## config.mk

```make
export PLATFORM = sky130hd
export DESIGN_NAME = sci_wake_rx
export DESIGN_NICKNAME = d
export VERILOG_FILES = /design/src/rtl/sci_wake_pkg.sv /design/src/rtl/sci_rx_sampler.sv /design/src/rtl/sci_rx_idle.sv /design/src/rtl/sci_wake_rx.sv
export SDC_FILE = /design/constraint.sdc
export NUM_CORES = 1
export LEC_CHECK = 0
export ABC_AREA = 0
export BUFFER_PORTS_ARGS = -buffer_cell sky130_fd_sc_hd__buf_2
export CAP_MARGIN = 20
export CORE_UTILIZATION = 50
export CTS_CLUSTER_SIZE = 10
export DETAILED_ROUTE_END_ITERATION = 10
export HOLD_SLACK_MARGIN = 0.15
export PLACE_DENSITY_LB_ADDON = 0.08
export SYNTH_ARGS = -nofsm -noshare
export SYNTH_HDL_FRONTEND = slang
export SYNTH_SLANG_ARGS = --single-unit
```

## constraint.sdc

```tcl
create_clock -name clk -period 3.8 [get_ports clk]
set_input_delay 0.19 -clock clk [delete_from_list [all_inputs] [get_ports clk]]
set_output_delay 0.19 -clock clk [all_outputs]
set_load 0.02 [all_outputs]
```

## src/rtl/sci_wake_pkg.sv

```systemverilog
package sci_wake_pkg;
    typedef enum logic [2:0] {
        ST_HUNT,
        ST_START,
        ST_DATA,
        ST_STOP,
        ST_WAITHI
    } rx_state_t;
endpackage

```

## src/rtl/sci_rx_sampler.sv

```systemverilog
// Tick counter within a bit and three-sample majority voter around the centre.
module sci_rx_sampler #(
    parameter int OSR = 16
) (
    input  logic clk,
    input  logic rst_n,
    input  logic tick,
    input  logic rxd,
    input  logic sync,
    output logic at_mid,
    output logic at_end,
    output logic vote,
    output logic disagree
);
    localparam int CW  = $clog2(OSR) + 1;
    localparam int MID = OSR / 2 + 1;

    logic [CW-1:0] cnt;
    logic [CW-1:0] idx;
    logic          s_a, s_b;

    assign idx    = cnt + 1'b1;
    assign at_mid = tick && !sync && (idx == CW'(MID));
    assign at_end = tick && !sync && (idx == CW'(OSR));

    always_ff @(posedge clk or negedge rst_n) begin
        if (!rst_n) begin
            cnt <= '0;
            s_a <= 1'b1;
            s_b <= 1'b1;
        end else if (sync) begin
            cnt <= CW'(1);
        end else if (tick) begin
            cnt <= (idx == CW'(OSR)) ? '0 : idx;
            if (idx == CW'(MID - 2)) s_a <= rxd;
            if (idx == CW'(MID - 1)) s_b <= rxd;
        end
    end

    assign vote     = (s_a & s_b) | (s_a & rxd) | (s_b & rxd);
    assign disagree = !((s_a == s_b) && (s_b == rxd));
endmodule

```

## src/rtl/sci_rx_idle.sv

```systemverilog
// Counts ticks of continuous high line; saturates at one character time.
module sci_rx_idle #(
    parameter int OSR = 16
) (
    input  logic clk,
    input  logic rst_n,
    input  logic tick,
    input  logic rxd,
    input  logic restart,
    input  logic len9,
    output logic idle_hit
);
    localparam int LW = $clog2(11 * OSR + 1);

    logic [LW-1:0] run;
    logic [LW-1:0] limit;

    assign limit    = len9 ? LW'(11 * OSR) : LW'(10 * OSR);
    assign idle_hit = (run >= limit);

    always_ff @(posedge clk or negedge rst_n) begin
        if (!rst_n)                run <= '0;
        else if (restart)          run <= '0;
        else if (tick) begin
            if (!rxd)              run <= '0;
            else if (run < limit)  run <= run + 1'b1;
        end
    end
endmodule

```

## src/rtl/sci_wake_rx.sv

```systemverilog
module sci_wake_rx
    import sci_wake_pkg::*;
#(
    parameter int OSR = 16
) (
    input  logic       clk,
    input  logic       rst_n,
    input  logic       rxd,
    input  logic       os_tick,
    input  logic       len9,
    input  logic       wake_addr,
    input  logic       wake_wr,
    input  logic       wake_wd,
    input  logic       rd_ack,
    output logic [8:0] rx_char,
    output logic       rdy,
    output logic       idle_flag,
    output logic       ovr,
    output logic       noise,
    output logic       frm_err,
    output logic       brk,
    output logic       dormant
);
    rx_state_t  state, nstate;
    logic       sync, at_mid, at_end, vote, disagree, idle_hit;
    logic [3:0] bitn, last_bit;
    logic [8:0] sh, char_now;
    logic       nacc, armed, done, is_break, wake_by_mark, live, rdy_eff;

    assign sync = (state == ST_HUNT) && os_tick && !rxd;

    sci_rx_sampler #(.OSR(OSR)) u_smp (
        .clk(clk), .rst_n(rst_n), .tick(os_tick), .rxd(rxd), .sync(sync),
        .at_mid(at_mid), .at_end(at_end), .vote(vote), .disagree(disagree)
    );

    sci_rx_idle #(.OSR(OSR)) u_idle (
        .clk(clk), .rst_n(rst_n), .tick(os_tick), .rxd(rxd),
        .restart(wake_wr), .len9(len9), .idle_hit(idle_hit)
    );

    assign last_bit     = len9 ? 4'd8 : 4'd7;
    assign char_now     = len9 ? sh : {1'b0, sh[8:1]};
    assign done         = (state == ST_STOP) && at_mid;
    assign is_break     = !vote && (char_now == 9'd0);
    assign wake_by_mark = dormant && wake_addr && done && vote && sh[8];
    assign live         = !dormant || wake_by_mark;
    assign rdy_eff      = rdy && !rd_ack;

    // State register
    always_ff @(posedge clk or negedge rst_n) begin
        if (!rst_n) state <= ST_HUNT;
        else        state <= nstate;
    end

    // Next state
    always_comb begin
        nstate = state;
        unique case (state)
            ST_HUNT:   if (sync) nstate = ST_START;
            ST_START:  if (at_mid && vote) nstate = ST_HUNT;
                       else if (at_end)    nstate = ST_DATA;
            ST_DATA:   if (at_end && bitn == last_bit) nstate = ST_STOP;
            ST_STOP:   if (at_mid) nstate = vote ? ST_HUNT : ST_WAITHI;
            ST_WAITHI: if (os_tick && rxd) nstate = ST_HUNT;
            default:   nstate = ST_HUNT;
        endcase
    end

    // Datapath and outputs
    always_ff @(posedge clk or negedge rst_n) begin
        if (!rst_n) begin
            rx_char <= '0; rdy <= 1'b0; idle_flag <= 1'b0; ovr <= 1'b0;
            noise <= 1'b0; frm_err <= 1'b0; brk <= 1'b0; dormant <= 1'b0;
            bitn <= '0; sh <= '0; nacc <= 1'b0; armed <= 1'b0;
        end else begin
            if (rd_ack) begin
                rdy <= 1'b0; ovr <= 1'b0; noise <= 1'b0;
                frm_err <= 1'b0; brk <= 1'b0; idle_flag <= 1'b0;
            end
            if (sync)
                nacc <= 1'b0;
            else if (at_mid && (state == ST_START || state == ST_DATA))
                nacc <= nacc | disagree;
            if (state == ST_START)
                bitn <= '0;
            else if (state == ST_DATA && at_end)
                bitn <= bitn + 1'b1;
            if (state == ST_DATA && at_mid)
                sh <= {vote, sh[8:1]};
            if (done && live) begin
                if (is_break) begin
                    brk <= 1'b1;
                    frm_err <= 1'b1;
                end else if (rdy_eff) begin
                    ovr <= 1'b1;
                end else begin
                    rx_char <= char_now;
                    rdy     <= 1'b1;
                    noise   <= nacc | disagree;
                    frm_err <= !vote;
                end
                armed <= 1'b1;
            end
            if (armed && idle_hit && !dormant) begin
                idle_flag <= 1'b1;
                armed     <= 1'b0;
            end
            if (wake_wr) begin
                dormant <= wake_wd;
                armed   <= 1'b0;
            end else if (dormant && ((!wake_addr && idle_hit) || wake_by_mark)) begin
                dormant <= 1'b0;
            end
        end
    end
endmodule

```

Word-level counts from Yosys, hierarchy flattened --
Index checks and enable logic that the tools add are counted. W data, S select, Z words.
Operators by class: $add $sub $neg 3, order comparisons 2, reductions and logical operators 48, multiplexer cells 48, eq/ne operators 17, bitwise operators 9
Operator list (number):
- $mux W8 | 4
- $mux W1 | 28
- $logic_and A1 B1 Y1 | 24
- $mux W3 | 7
- $mux W5 | 4
- $pmux W3 S5 | 1
- $mux W4 | 3
- $reduce_bool A2 Y1 | 6
- $eq A5 B4 Y1 const B | 2
- $logic_not A9 Y1 | 1
- $mux W9 | 1
- $reduce_and A3 Y1 | 3
- $add A8 B1 Y8 const B | 1
- $ge A8 B8 Y1 | 1
- $lt A8 B8 Y1 | 1
- $logic_not A1 Y1 | 7
- $eq A3 B2 Y1 const B | 2
- $ne A2 B2 Y1 const B | 3
- $add A5 B1 Y5 const B | 1
- $eq A5 B3 Y1 const B | 1
- $eq A5 B5 Y1 const B | 1
- $reduce_and A5 Y1 | 1
- $add A4 B1 Y4 const B | 1
- $eq A4 B4 Y1 | 1
- 13 further kinds | 22
Storage, ports and cells: word-level logic and storage cells 144, output and inout bits 16, register bits 49

Longest topological paths before layout --
depth after elaboration 15, mapped depth 8, mapped depth without buffers 8

Cells and area by module --
From an unflattened synthesis, not the netlist that was laid out.
Unflattened totals: cell total of the unflattened synthesis 272, area, all modules 2770.2 µm²
By module, submodules not included:
- sci_wake_rx | cells each 155, instances 1, area an instance 1682.9 µm²
- sci_rx_sampler | cells each 56, instances 1, area an instance 553.0 µm²
- sci_rx_idle | cells each 61, instances 1, area an instance 534.3 µm²

Worst setup path after synthesis --
OpenSTA, ideal clock, no wires.
kind register -> register, start point reg u_smp.cnt[0], end point reg sh[0], data required time 3675 ps, path slack 1551 ps, stages on the path, launching flop included 8, arrival 2124 ps, cells stage by stage dfrtp_1 > ha_1 > a21oi_1 > o221ai_2 > a21oi_4 > nand2_4 > nor3_4 > mux2_4
Between the ends: word-level cells in the longest chain between the ends 4
RTL lines:
- start: declaration | line sci_rx_sampler.sv:18 | logic [CW-1:0] cnt;
- start signal: assignment | line sci_rx_sampler.sv:34 | cnt <= (idx == CW'(OSR)) ? '0 : idx;
- $add A5 B1 Y5 | line sci_rx_sampler.sv:22 | assign idx = cnt + 1'b1;
- $eq A5 B4 Y1 | line sci_rx_sampler.sv:23 | assign at_mid = tick && !sync && (idx == CW'(MID));
- $logic_and A1 B1 Y1 | line sci_rx_sampler.sv:23
- $logic_and A1 B1 Y1 | line sci_wake_rx.sv:89 | if (state == ST_DATA && at_mid)
- end signal: assignment | line sci_wake_rx.sv:90 | sh <= {vote, sh[8:1]};
- end: declaration | line sci_wake_rx.sv:27 | logic [8:0] sh, char_now;
Every way passes these cells. A chain may end at the register's enable or synchronous reset.

Worst setup path in the final report --
start point reg u_smp.cnt[1], end point reg sh[4]
Same word-level chain as after synthesis.

==> results.txt <==
For the worst setup path, the data arrival time is 2.63 ns. Excluding fillers, the count of instances in the completed layout stands at 379. The share of post-route cells with drive strength above 1 is 0.191. Timing would allow up to 410 MHz.

The share of synthesized flip-flops with an asynchronous set or reset is 1.00, and the wire length after detailed routing is 5.43 mm. Synthesis instantiated 62 different standard cells from the library. The average instance in the mapped netlist occupies 9.92 µm².

The share of total power in the clock network is 0.299, and the number of nets in the finished design is 326. The first TritonRoute pass finished after 4 iterations. Count of vias placed by the detailed router: 2112. Detailed placement finished with a half-perimeter wire length of 3.85 mm. The tools report the peak supply drop as 0.223 mV. The most used flip-flop cell after synthesis is dfrtp_1.

The depth of the worst register-to-register path works out to 7. The weighted congestion at the end of routability-driven global placement came out at 0.789. For this run the aggregate overflow at the end of global routing stands at 0. The final design utilization is 0.586, and the worst endpoint required time is 3.99 ns. The number of pins exceeding their max-slew limit in the final report is 0. The hold violation total from the final report was 0; the sequential share of power was 0.488. The tools report the destination of the worst register-to-register timing path as sh[4]. The critical path starts at u_smp.cnt[1]. The type of the tightest min-delay check was input pin to flip-flop.

The run gives 0 as the post-route DRC violation count. The logs give 2820 µm² for the cell area after synthesis and 367 for the number of cells after detailed placement. Dividing the detail-routed wire length by the instance count gives 14.3 µm. Switching part of the total power: 0.320. The endpoint with the worst hold slack is u_smp.cnt[4]. The run gives 1430 µm² as the area used by multi-input combinational logic. The reported max-cap violation count was 0; the largest fanout on the critical path was 9. The clock transition at the register clock pins on the worst setup and hold paths after CTS was 0.09 ns. The first global-routing pass estimated 9.70 mm of wire. The routed design could run at a clock period as short as 2.44 ns. Along the worst hold path, the cell count comes to 4. The relative contribution of combinational cells to total power came out at 0.213. The number of buffers added on ports is 24, and the number of fillers in the final layout is 482. The floorplan core area came out at 5270 µm².

The number of global-route vias before repair is 2037, and the total number of clock tree sinks is 49. Setup repair after global routing left no endpoint under its margin. The sequential-to-total area share from yosys stat came out at 0.436. The worst register-to-register path begins at u_smp.cnt[1]. The die is 77.1 µm tall. The synthesized design contains 49 register bits. The worst setup path is launched from a flip-flop.

Count of final setup violators: 0. For the pin with the worst max-slew slack, the measured transition is 0.873 ns. Entering global routing, the biggest net connects 50 pins. The DRC marker count from the first detailed-route iteration is 67, and the number of flops mapped to enable cells by yosys is 0. The number of cells upsized or downsized after cts is 0, and the leakage component of the power is 1.38 nW.

The share of the clock period used by the worst path is 0.642, and the Yosys warning count is 0. For the number of nets in the synthesized netlist, the log shows 302. The top-level port count is 25.

The master cell of the clock root buffer was clkbuf_8. Summing all placed instances gives a cell area of 2930 µm². The power density over the cells came out at 421 nW/µm². The count of nets left with antenna violations once routing finished came out at 0. The logs give 0 ns for the final-layout setup total negative slack and 2 for the count of H-tree levels built during CTS. The worst slew slack as a fraction of its limit is 0.415, and the worst slack at placement is 1.35 ns.

In the final layout, flip-flops and latches occupy 1230 µm². Cell internal power was estimated by the tool at 884 µW. Relative to the synthesized area, the layout overhead comes to 9.64%. Clock skew on the completed layout was measured at 0.00652 ns. For this design the total switching power over the nets is 416 µW. The floorplan step set the die width to 77.1 µm. The setup slack on the worst flop-to-flop path was 1.36 ns. The logs give 0 for the number of antenna violations at the first check in global routing and 0.534 for the effective utilization at floorplan.

The total routing usage reported by global routing is 0.207, and the mean number of vias per cell is 5.57. STA classifies the critical path endpoint as a flip-flop. For the number of cells produced by synthesis, the log shows 284. Total die area: 5940 µm². TritonCTS built the clock tree.

Critical hold path startpoint: os_tick. After routing the design area is 3090 µm². Row generation in the floorplan step produced 26 rows. The run finished with clean final reports. The worst-skew pair later-pin latency came out at 0.30 ns.

Once routing completed, OpenROAD measured the worst setup slack at 1.36 ns. TritonCTS created 5 clock buffers. In this run the deepest clock path goes through 2 buffers. The critical path is of the flip-flop to flip-flop type. The number of antenna diodes in the final layout is 0.
[synthesized netlist by cell type, drive strengths merged (2+ instances only)]
cell type | number | share of area
ha | 9 | 0.040
nor4 | 5 | 0.011
o31a | 2 | 0.0062
nand2b | 6 | 0.013
and2 | 2 | 0.0049
dfstp | 2 | 0.019
nor2b | 3 | 0.0067
buf | 5 | 0.018
xnor2 | 2 | 0.0062
mux2i | 9 | 0.032
dfrtp | 47 | 0.42
mux2 | 13 | 0.064
a211o | 2 | 0.0067
o21ai | 30 | 0.053
a21oi | 15 | 0.031
o2bb2ai | 3 | 0.0093
a31oi | 3 | 0.0067
xor2 | 2 | 0.0062
nand4 | 3 | 0.0067
o31ai | 2 | 0.0053
o21a | 2 | 0.0053
a41oi | 2 | 0.0062
nor2 | 17 | 0.025
inv | 12 | 0.016
nor3 | 11 | 0.024
clkbuf | 8 | 0.021
o221ai | 2 | 0.0084
nand3 | 8 | 0.019
nand2 | 39 | 0.055
[state kept, by name, summed over array words and instances (netlist names)]
signal / flops
state: 3
armed: 1
ovr: 1
u_idle.run: 8
noise: 1
u_smp.cnt: 5
u_smp.s_a: 1
rx_char: 9
frm_err: 1
nacc: 1
bitn: 4
idle_flag: 1
brk: 1
rdy: 1
u_smp.s_b: 1
dormant: 1
sh: 9
[cells in the final DEF, fill, tap and decap left out, types with 2 or more instances in the layout]
cell           instances
dfrtp_1               47
nand2_1               38
buf_2                 24
o21ai_0               19
nor2_1                16
a21oi_1               14
inv_1                 12
o21ai_1               11
nor3_1                10
mux2i_1                9
mux2_4                 9
ha_1                   9
nand3_1                7
nand2b_1               6
clkbuf_8               6
nor4_1                 5
dlygate4sd3_1          4
nand4_1                3
a31oi_1                3
nor2b_1                3
o2bb2ai_1              3
xor2_1                 2
mux2_1                 2
a41oi_1                2
mux2_2                 2
o21a_1                 2
xnor2_1                2
o31a_1                 2
o31ai_1                2
buf_4                  2
dfstp_2                2
[worst max-delay path, stage by stage, from the launching register on]
cell      delay (ns)
dfrtp_1         0.46
ha_1            0.31
and3_2          0.22
o221ai_2        0.12
a21oi_4         0.26
nand2_4         0.09
nor3_4          0.51
mux2_4          0.35
[layout make-up]
| class | instances | share of cell area |
|---|---|---|
| clock buffer | 6 | 0.0267 |
| clock inverter | 2 | 0.0122 |
| inverter | 12 | 0.0146 |
| multi-input combinational | 210 | 0.464 |
| sequential | 49 | 0.398 |
| tap | 70 | 0.0284 |
| timing repair buffer | 30 | 0.0567 |
[through the flow]
stage | hold slack, ns | power [mW]
after floorplan | -0.106 | 0.884
after global placement | 0.333 | 0.914
after detailed placement | 0.344 | 0.920
after CTS | 0.252 | 1.32
after global routing | 0.266 | 1.39
final | 0.275 | 1.30
[cells by family (layout without fill, tap and decap cells)]
logic type / after synthesis / in the layout / synth area share
AND/OR/NAND/NOR: 101 / 101 / 0.187
AO/OA/AOI/OAI: 74 / 74 / 0.173
buffers and inverters: 25 / 50 / 0.0555
XOR/XNOR: 4 / 4 / 0.0124
flip-flops: 49 / 49 / 0.436
multiplexers: 22 / 22 / 0.0960
adder cells (fa/ha/maj): 9 / 9 / 0.0400
[routing by layer]
| metal | part of all wire | track usage | wire [µm] | up-vias |
|---|---|---|---|---|
| li1 | - | - | - | 1073 |
| met1 | 0.49 | 0.274 | 2640 | 1011 |
| met2 | 0.48 | 0.344 | 2620 | 21 |
| met3 | 0.020 | 0.0357 | 106 | 7 |
| met4 | 0.012 | 0.0679 | 63 | 0 |
| met5 | 0 | 0 | 0 | - |
[repair_timing]
| item | in CTS | in global routing |
|---|---|---|
| hold buffers | 4 | 0 |
| endpoints found under the hold margin | 52 | 0 |
| setup endpoints to repair | 0 | 0 |
| setup buffers | 0 | 0 |
[worst max-delay path by stage]
stage,to,slack [ns]
6_report,sh[4],1.36
2_1_floorplan,sh[0],1.55
5_1_grt,frm_err,1.15
3_5_place_dp,sh[4],1.35
4_1_cts,sh[4],1.34
3_3_place_gp,sh[4],1.42
[power groups by stage]
stage | Clock, mW | Sequential [mW] | Combinational (mW)
4_1_cts | 0.403 | 0.635 | 0.279
3_5_place_dp | 0 | 0.645 | 0.275
5_1_grt | 0.429 | 0.648 | 0.314
2_1_floorplan | 0 | 0.594 | 0.290
6_report | 0.389 | 0.635 | 0.277
3_3_place_gp | 0 | 0.642 | 0.272
No activity file was read; power rests on OpenSTA's default activity.
